--- src/rtl/pwm_tmr_pkg.sv ---
package pwm_tmr_pkg;

    typedef enum logic {
        ST_IDLE = 1'b0,
        ST_RUN  = 1'b1
    } chan_state_e;

    typedef enum logic [1:0] {
        SEL_RELOAD   = 2'd0,
        SEL_COMPARE  = 2'd1,
        SEL_PRESCALE = 2'd2,
        SEL_NONE     = 2'd3
    } wr_sel_e;

endpackage

--- src/rtl/pwm_ext_edge.sv ---
module pwm_ext_edge #(
    parameter int STAGES = 2
) (
    input  logic clk,
    input  logic rst_n,
    input  logic pin_i,
    output logic rise_o
);

    logic [STAGES-1:0] sync_q;
    logic              last_q;

    genvar g;
    generate
        for (g = 0; g < STAGES; g++) begin : g_sync
            if (g == 0) begin : g_first
                always_ff @(posedge clk or negedge rst_n) begin
                    if (!rst_n) sync_q[g] <= 1'b0;
                    else        sync_q[g] <= pin_i;
                end
            end else begin : g_next
                always_ff @(posedge clk or negedge rst_n) begin
                    if (!rst_n) sync_q[g] <= 1'b0;
                    else        sync_q[g] <= sync_q[g-1];
                end
            end
        end
    endgenerate

    always_ff @(posedge clk or negedge rst_n) begin
        if (!rst_n) last_q <= 1'b0;
        else        last_q <= sync_q[STAGES-1];
    end

    assign rise_o = sync_q[STAGES-1] & ~last_q;

endmodule

--- src/rtl/pwm_prescaler.sv ---
module pwm_prescaler #(
    parameter int PSC_W = 16
) (
    input  logic             clk,
    input  logic             rst_n,
    input  logic             run_i,
    input  logic             clr_i,
    input  logic             src_en_i,
    input  logic [PSC_W-1:0] div_i,
    output logic             tick_o
);

    logic [PSC_W-1:0] pcnt_q;
    logic [PSC_W-1:0] limit;

    // Division by zero acts as division by one
    assign limit  = (div_i == '0) ? '0 : div_i - 1'b1;
    assign tick_o = run_i && src_en_i && (pcnt_q >= limit);

    always_ff @(posedge clk or negedge rst_n) begin
        if (!rst_n) begin
            pcnt_q <= '0;
        end else if (clr_i) begin
            pcnt_q <= '0;
        end else if (run_i && src_en_i) begin
            pcnt_q <= tick_o ? '0 : pcnt_q + 1'b1;
        end
    end

endmodule

--- src/rtl/pwm_core.sv ---
module pwm_core
    import pwm_tmr_pkg::*;
#(
    parameter int CNT_W = 8
) (
    input  logic             clk,
    input  logic             rst_n,
    input  logic             start_i,
    input  logic             stop_i,
    input  logic             tick_i,
    input  logic [CNT_W-1:0] reload_i,
    input  logic [CNT_W-1:0] cmp_pend_i,
    output logic             go_o,
    output logic             running_o,
    output logic [CNT_W-1:0] cnt_o,
    output logic [CNT_W-1:0] cmp_act_o,
    output logic             pwm_out_o,
    output logic             pwm_oe_o
);

    localparam logic [CNT_W-1:0] TOP_V  = {CNT_W{1'b1}};
    localparam logic [CNT_W-1:0] WRAP_V = TOP_V - 1'b1;

    chan_state_e      state_q, state_d;
    logic [CNT_W-1:0] cnt_q;
    logic [CNT_W-1:0] cmp_q;
    logic             wrap;
    logic             force_hi;
    logic             force_lo;

    assign go_o = (state_q == ST_IDLE) && start_i && !stop_i;
    assign wrap = tick_i && (cnt_q >= WRAP_V);

    // Next-state logic
    always_comb begin
        state_d = state_q;
        unique case (state_q)
            ST_IDLE: if (start_i && !stop_i) state_d = ST_RUN;   // START
            ST_RUN:  if (stop_i)             state_d = ST_IDLE;  // HALT
            default: state_d = ST_IDLE;
        endcase
    end

    // State register
    always_ff @(posedge clk or negedge rst_n) begin
        if (!rst_n) state_q <= ST_IDLE;
        else        state_q <= state_d;
    end

    // Counter and active compare
    always_ff @(posedge clk or negedge rst_n) begin
        if (!rst_n) begin
            cnt_q <= '0;
            cmp_q <= '0;
        end else if (go_o) begin
            cnt_q <= reload_i;
            cmp_q <= cmp_pend_i;
        end else if (state_q == ST_RUN && !stop_i && tick_i) begin
            if (wrap) begin                                       // WRAP
                cnt_q <= reload_i;
                cmp_q <= cmp_pend_i;
            end else begin
                cnt_q <= cnt_q + 1'b1;
            end
        end
    end

    assign force_hi = (cmp_q == TOP_V);
    assign force_lo = (cmp_q == '0) || (cmp_q < reload_i);

    // Outputs
    always_comb begin
        pwm_oe_o  = 1'b0;
        pwm_out_o = 1'b0;
        running_o = 1'b0;
        unique case (state_q)
            ST_IDLE: begin
                pwm_oe_o  = 1'b0;
                pwm_out_o = 1'b0;
            end
            ST_RUN: begin
                running_o = 1'b1;
                pwm_oe_o  = 1'b1;
                pwm_out_o = force_hi || (!force_lo && (cnt_q < cmp_q));
            end
            default: ;
        endcase
    end

    assign cnt_o     = cnt_q;
    assign cmp_act_o = cmp_q;

endmodule

--- src/rtl/pwm_reload_timer.sv ---
module pwm_reload_timer
    import pwm_tmr_pkg::*;
#(
    parameter int CNT_W     = 8,
    parameter int PSC_W     = 16,
    parameter int SYNC_STGS = 2
) (
    input  logic             clk,
    input  logic             rst_n,
    input  logic             wr_en,
    input  logic [1:0]       wr_sel,
    input  logic [PSC_W-1:0] wr_data,
    input  logic             clk_sel,
    input  logic             ext_clk,
    input  logic             start,
    input  logic             stop,
    output logic             pwm_out,
    output logic             pwm_oe
);

    logic [CNT_W-1:0] reload_q;
    logic [CNT_W-1:0] cmp_pend_q;
    logic [PSC_W-1:0] psc_q;
    logic             ext_rise;
    logic             src_en;
    logic             psc_tick;
    logic             go;
    logic             running;
    logic [CNT_W-1:0] cnt_val;
    logic [CNT_W-1:0] cmp_act;

    always_ff @(posedge clk or negedge rst_n) begin
        if (!rst_n) begin
            reload_q   <= '0;
            cmp_pend_q <= '0;
            psc_q      <= '0;
        end else if (wr_en) begin
            case (wr_sel_e'(wr_sel))
                SEL_RELOAD:   reload_q   <= wr_data[CNT_W-1:0];
                SEL_COMPARE:  cmp_pend_q <= wr_data[CNT_W-1:0];
                SEL_PRESCALE: psc_q      <= wr_data;
                default: ;
            endcase
        end
    end

    pwm_ext_edge #(.STAGES(SYNC_STGS)) u_edge (
        .clk    (clk),
        .rst_n  (rst_n),
        .pin_i  (ext_clk),
        .rise_o (ext_rise)
    );

    assign src_en = clk_sel ? ext_rise : 1'b1;

    pwm_prescaler #(.PSC_W(PSC_W)) u_psc (
        .clk      (clk),
        .rst_n    (rst_n),
        .run_i    (running),
        .clr_i    (go),
        .src_en_i (src_en),
        .div_i    (psc_q),
        .tick_o   (psc_tick)
    );

    pwm_core #(.CNT_W(CNT_W)) u_core (
        .clk        (clk),
        .rst_n      (rst_n),
        .start_i    (start),
        .stop_i     (stop),
        .tick_i     (psc_tick),
        .reload_i   (reload_q),
        .cmp_pend_i (cmp_pend_q),
        .go_o       (go),
        .running_o  (running),
        .cnt_o      (cnt_val),
        .cmp_act_o  (cmp_act),
        .pwm_out_o  (pwm_out),
        .pwm_oe_o   (pwm_oe)
    );

endmodule

--- config.mk ---
export PLATFORM = sky130hd
export DESIGN_NAME = pwm_reload_timer
export DESIGN_NICKNAME = d
export VERILOG_FILES = /design/src/rtl/pwm_tmr_pkg.sv /design/src/rtl/pwm_ext_edge.sv /design/src/rtl/pwm_prescaler.sv /design/src/rtl/pwm_core.sv /design/src/rtl/pwm_reload_timer.sv
export SDC_FILE = /design/constraint.sdc
export NUM_CORES = 1
export LEC_CHECK = 0
export BUFFER_PORTS_ARGS = -buffer_cell sky130_fd_sc_hd__buf_2
export CORE_ASPECT_RATIO = 0.75
export CORE_MARGIN = 1.5
export CORE_UTILIZATION = 55
export DETAILED_ROUTE_END_ITERATION = 12
export PLACE_DENSITY = 0.76
export SYNTH_ARGS = -nofsm -noshare
export SYNTH_HDL_FRONTEND = slang
export SYNTH_SLANG_ARGS = --single-unit
export TNS_END_PERCENT = 100
--- constraint.sdc ---
create_clock -name clk -period 3.2 [get_ports clk]
set_input_delay 0.32 -clock clk [delete_from_list [all_inputs] [get_ports clk]]
set_output_delay 0.32 -clock clk [all_outputs]
set_load 0.05 [all_outputs]
# After elaboration in Yosys (flattened, before gate mapping)
# Index checks and enable logic that the tools add are counted.
word_totals:
  out_inout_bits: 2
  reg_bits: 68
  input_bits: 25
op_classes:
  add_sub_neg: 3
  reduce_logical: 23
  bitwise: 3
  order_cmp: 4
  n_mux: 17
  n_eq_ne: 3
op_table:
  columns: ["op", "count"]
  rows:
  - ["16-bit 2-to-1 mux", 4]
  - ["8-bit 2-to-1 mux", 6]
  - ["16-bit by 1-bit adder with 16-bit output, second input constant", 1]
  - ["16-bit greater-or-equal comparator", 1]
  - ["16-bit logical NOT", 1]
  - ["8-bit less-than comparator", 2]
  - ["16-bit by 1-bit subtractor with 16-bit output, second input constant", 1]
  - ["1-bit logical AND", 9]
  - ["8-bit by 1-bit adder with 8-bit output, second input constant", 1]
  - ["8-bit == test, second input constant", 1]
  - ["8-bit greater-or-equal comparator, second input constant", 1]
  - ["8-bit logical NOT", 1]
  - ["2-bit AND reduction", 4]
  - ["1-bit one-hot mux with 2 select lines", 3]
  - ["2-bit nonzero test", 3]
  - ["1-bit 2-to-1 mux", 4]
  - ["2-bit by 1-bit == test with 1-bit output, second input constant", 1]
  - ["2-bit == test, second input constant", 1]
  - ["1-bit logical NOT", 2]
  - ["2-bit logical NOT", 1]
  - ["1-bit logical OR", 2]
  - ["1-bit NOT", 2]
  - ["1-bit bitwise AND", 1]

# Logic depth before layout (Yosys ltp)
depth:
  ltp_word: 9
  ltp_mapped: 14
  mapped_depth_nobuf: 13

# Cells and area by module
# From an unflattened synthesis, not the netlist that was laid out.
unflattened:
  hier_cells: 426
  hier_area_um2: 4307.9
modules_own_cells:
  columns: ["mod", "seq_area_each_um2", "instances", "cells_each", "area_per_inst_um2"]
  rows:
  - ["pwm_prescaler", 400.4, 1, 213, 1699.1]
  - ["pwm_core", 425.4, 1, 140, 1291.2]
  - ["pwm_reload_timer", 800.8, 1, 69, 1228.7]
  - ["pwm_ext_edge", 75.1, 1, 4, 88.8]

# Least setup slack after synthesis
# Ideal clock, no wire load.
synth_path:
  path_kind: "reg2reg"
  startpoint: "reg psc_q[5]"
  endpoint: "reg u_core.cnt_q[1] (netlist: u_core.cnt_o[1])"
  path_stages_with_launch: 14
  period_less_slack_ns: 3.064
  required_time_ns: 3.075
  slack_ns: 0.136
  arrival_time_ns: 2.939
  cell_sequence: "dfrtp_1 > nor4_2 > nand3_1 > nor3_1 > xor2_1 > nand2_1 > ha_1 > nand4_2 > nor3_2 > nor4_4 > nand4_4 > and2_1 > buf_6 > mux2_4"
synth_between:
  elab_chain_len: 8
synth_lines:
  columns: ["element", "line", "text"]
  rows:
  - ["start: declaration", "pwm_reload_timer.sv:23", "logic [PSC_W-1:0] psc_q;"]
  - ["start signal: assignment", "pwm_reload_timer.sv:41", "SEL_PRESCALE: psc_q <= wr_data;"]
  - ["16-bit by 1-bit subtractor with 16-bit output or 16-bit logical NOT (tied branches)", "pwm_prescaler.sv:17", "assign limit = (div_i == '0) ? '0 : div_i - 1'b1;"]
  - ["16-bit 2-to-1 mux *", "pwm_prescaler.sv:17", null]
  - ["16-bit greater-or-equal comparator *", "pwm_prescaler.sv:18", "assign tick_o = run_i && src_en_i && (pcnt_q >= limit);"]
  - ["1-bit logical AND *", "pwm_prescaler.sv:18", null]
  - ["1-bit logical AND", "pwm_core.sv:32", "assign wrap = tick_i && (cnt_q >= WRAP_V);"]
  - ["8-bit 2-to-1 mux", "pwm_core.sv:59", "if (wrap) begin"]
  - ["8-bit 2-to-1 mux", "pwm_core.sv:58", "end else if (state_q == ST_RUN && !stop_i && tick_i) begin"]
  - ["8-bit 2-to-1 mux", "pwm_core.sv:55", "end else if (go_o) begin"]
  - ["end signal: assignment", "pwm_core.sv:56", "cnt_q <= reload_i;"]
  - ["end signal: assignment", "pwm_core.sv:60", "cnt_q <= reload_i;"]
  - ["end signal: assignment", "pwm_core.sv:63", "cnt_q <= cnt_q + 1'b1;"]
  - ["end: declaration", "pwm_core.sv:25", "logic [CNT_W-1:0] cnt_q;"]
# Every way passes the cells marked *; elsewhere a longest branch is shown, timed or not. The select of a mux whose other input is x is not followed.
# A chain may end at the register's enable or synchronous reset.

# Worst setup path after layout
layout_path:
  startpoint: "reg psc_q[9]"
  endpoint: "reg u_core.cmp_q[4] (netlist: u_core.cmp_act_o[4])"
layout_between:
  elab_chain_len: 7
layout_lines:
  columns: ["element", "line", "text"]
  rows:
  - ["16-bit by 1-bit subtractor with 16-bit output or 16-bit logical NOT (tied branches)", "pwm_prescaler.sv:17", null]
  - ["16-bit 2-to-1 mux *", "pwm_prescaler.sv:17", null]
  - ["16-bit greater-or-equal comparator *", "pwm_prescaler.sv:18", null]
  - ["1-bit logical AND *", "pwm_prescaler.sv:18", null]
  - ["1-bit logical AND (on tied branches)", "pwm_core.sv:32, pwm_core.sv:58", null]
  - ["2-bit nonzero test (no line)", null, null]
  - ["2-bit AND reduction (no line) *", null, null]
  - ["end signal: assignment", "pwm_core.sv:57", "cmp_q <= cmp_pend_i;"]
  - ["end signal: assignment", "pwm_core.sv:61", "cmp_q <= cmp_pend_i;"]
  - ["end: declaration", "pwm_core.sv:26", "logic [CNT_W-1:0] cmp_q;"]
# Every way passes the cells marked *; elsewhere a longest branch is shown, timed or not.

==> impl_metrics.ini <==
[status]
status = completed

[power_and_ir_drop]
pwr-share-seq_pct = 43.1
power.total_mw = 2.75
leakagePower_nw = 2.27
swShare_pct = 35.0
combPwrFrac_pct = 29.6
total_switching_power_mw = 0.961
power_density_nw_per_um2 = 561
cell_internal_pwr_mw = 1.79
vdd_ir_drop_max_uv = 445
clockPowerShare_pct = 27.3

[place]
dpl_cell_area_um2 = 4490
dp_cells = 548
gp_congestion = 0.884
place_hpwl_mm = 6.88
port_buffers = 26

[synthesis]
synthDistinctLibCells = 57
synth-warning-count = 0
synth-seq-area-share_pct = 40.9
synth_fp_nets = 472
avgSynthCellArea_um2 = 10.1
async_reset_ff_share_pct = 100
synth_top_flop_cell = dfrtp_1
synth_seq_cells = 68
postSynthCellCount = 412
netlist_area_um2 = 4160
synth_edf_count = 0

[global_routing]
overflow = 0
grt_usage_pct = 24.9
grt_start_max_net_pins = 33
first_global_vias = 3173
grt_pass1_wl_mm = 15.4
grt_antenna_before_repair = 0

[floorplanning]
chipHeight_um = 78.3
rows = 27
ios = 27
fp.dieW_um = 103
die-area_um2 = 8100
initial_utilization_pct = 56.7
coreArea_um2 = 7330

[setup_path]
r2r-end = u_core.cmp_act_o[4]
required_ps = 3450
critPathKind = flip-flop to flip-flop
r2r_slack_ps = 40
cp-start-kind = flip-flop
crit_path_cell_trace = nor4_4 -> and3_4 -> nand2b_1 -> xnor2_1 -> nand2_1 -> ha_1 -> a21oi_1 -> nor2_2 -> nor4_4 -> buf_4 -> nand4_4 -> nand3_4 -> mux2_2
regToRegStartpoint = psc_q[9]
reg2regPathDepth = 13
cpMostUsedCell = nor4_4
cp_top_family = simple AND/OR/NAND/NOR gates
end_kind = flip-flop
path_buf_inv = 1
crit_slowest_cell = dfrtp_1
critPathMaxFanout = 8
worstPathArrival_ps = 3400
crit_start = psc_q[9]
max_stage_delay_ps = 440

[timing]
max_freq_mhz = 317
tightestPinTransition_ps = 742
final_max_slew_viol_count = 0
hold_viol_final = 0
fin_skew_ps = 10.2
fin_hold_ws_ps = 8.14
finalSetupViolations = 0
finalCritPeriodShare_pct = 98.6
post-route-min-period_ps = 3160
grt_setup_unrepaired = true
relSlewSlack_pct = 50.4

[drt]
vias = 3359
drt_first_pass_iters = 5
drt_iter0_markers = 180
drc = 0
wl_per_cell_um = 17.0
routed_via_density = 5.91
antenna_left = 0
routed_wl_mm = 9.64

[clocking]
ctsHoldBuffers = 0
worstSkewPairLatency_ps = 360
cts_root_buf = clkbuf_8
clk_pin_slew_worst_paths_ps = 80
cts_made_buffers = 9
cts_tree = done
cts_max_path_buffers = 2
clock_sinks = 68
htreeDepth = 3

[final_layout]
fill_cells = 555
instances_no_fill = 568
syn2layout_area_growth_pct = 17.8
final_core_util_pct = 66.8
n_antenna_cell = 0
drive_gt1_share_pct = 27.4
fin_nets = 522
stdcell_area_um2 = 4900

[worst_hold_path]
hold_path_class = input pin to asynchronous set/reset pin

[run]
drv_cap = 0
-- sequential cells by signal (all words and copies together) (netlist names) --
name / cells
psc_q: 16
u_psc.pcnt_q: 16
cmp_pend_q: 8
reload_q: 8
u_core.cmp_act_o: 8
u_core.cnt_o: 8
u_edge.sync_q: 2
u_core.state_q: 1
u_edge.last_q: 1
-- worst max-delay path by stage --
stage / endpoint / slack (ps) / depth (start not counted)
6_report: u_core.cmp_act_o[4] / 40 / 13
2_1_floorplan: u_core.cnt_o[1] / 140 / 13
3_3_place_gp: u_core.cmp_act_o[0] / 60 / 12
4_1_cts: u_core.cnt_o[1] / 10 / 12
5_1_grt: u_core.cmp_act_o[3] / -130 / 13
3_5_place_dp: u_psc.pcnt_q[11] / -90 / 12
-- power groups by stage --
stage / combinational, mW / clock (mW) / sequential, mW
after CTS: 0.759 / 0.764 / 1.17
after global placement: 0.713 / 0 / 1.18
final: 0.812 / 0.750 / 1.19
after global routing: 0.908 / 0.795 / 1.20
after detailed placement: 0.748 / 0 / 1.19
after floorplan: 0.548 / 0 / 1.14
-- per-layer routing --
metal | vias to the layer above | part of all wire, % | global-route usage [%] | routed length, um
met3 | 20 | 6.1 | 7.48 | 589
li1 | 1587 | - | - | -
met2 | 116 | 44 | 34.9 | 4280
met4 | 0 | 2.0 | 8.38 | 193
met1 | 1636 | 47 | 36.4 | 4580
met5 | - | 0 | 0 | 0
-- final cells by class --
cell class,count,area (um2),area share [%]
multi-input combinational,317,2500,51.0
sequential,68,1700,34.7
timing repair buffer,46,293,5.98
tap,101,126,2.58
clock buffer,9,124,2.53
clock inverter,7,82.6,1.69
inverter,20,75.1,1.53
-- logic make-up (layout without fill, tap and decap cells) --
kind of cell / after synthesis / count (layout) / synth area share, %
AOI/OAI and AO/OA: 76 / 76 / 12.4
xor gates and xnor gates: 22 / 22 / 4.63
adders and majority gates: 35 / 35 / 10.5
buffers and inverters: 27 / 82 / 2.86
DFF: 68 / 68 / 40.9
muxes: 34 / 34 / 9.30
and+or+nand+nor: 150 / 150 / 19.4
-- timing repair --
item,4_1_cts,5_1_grt
setup buffers,0,4
pin swaps,1,7
gates cloned,0,0
resized for setup,4,29
setup endpoints to repair,19,32
-- cells in the final DEF (no fill, tap or decap), types with 3 or more instances in the layout --
master / instances
dfrtp_1: 68
nand2_1: 49
ha_1: 32
mux2_2: 28
nor2_1: 26
buf_2: 26
inv_1: 20
buf_4: 19
o21ai_0: 17
a31oi_1: 16
nand3_1: 14
xnor2_1: 12
a21oi_1: 11
xor2_1: 10
clkbuf_8: 9
a21o_1: 7
nand2b_1: 6
and3_1: 6
nand4_1: 5
nor3_1: 4
mux2_1: 4
nand2_2: 3
nor3_2: 3
nor2_2: 3
and2_1: 3
nand3b_1: 3
o2111ai_1: 3
a211oi_1: 3
nor4_1: 3
ha_4: 3
inv_6: 3
-- through the flow --
step,setup TNS [ps],setup WS (ps)
2_1_floorplan,0,136
4_1_cts,0,12.8
5_1_grt,-1850,-130
3_5_place_dp,-651,-94.1
3_3_place_gp,0,61.4
6_report,0,44.7
-- synth_stat cells (all sizes together), types with 3 or more instances --
cell	instances	area, um2
and3	7	43.8
xnor2	12	105
ha	35	438
a21o	7	52.6
nand3	16	85.1
xor2	10	87.6
o21ai	20	104
nor4	6	58.8
a31oi	17	113
nand2b	7	51.3
clkbuf	3	11.3
nand4	7	65.1
buf	4	32.5
mux2	34	387
a211oi	3	22.5
dfrtp	68	1700
inv	20	75.1
o2111ai	3	26.3
and2	4	25.0
nand2	52	195
nand3b	4	33.8
a21oi	13	65.1
nor3	9	60.1
nor2	29	111
-- worst register-to-register path, delay by kind of cell (launching register included) --
kind | cells | cell delay [ps]
and+or+nand+nor | 8 | 1400
buffers and inverters | 1 | 180
xor gates and xnor gates | 1 | 130
muxes | 1 | 360
AOI/OAI and AO/OA | 1 | 220
DFF | 1 | 440
adders and majority gates | 1 | 310
Power figures use the tool's default switching activity.
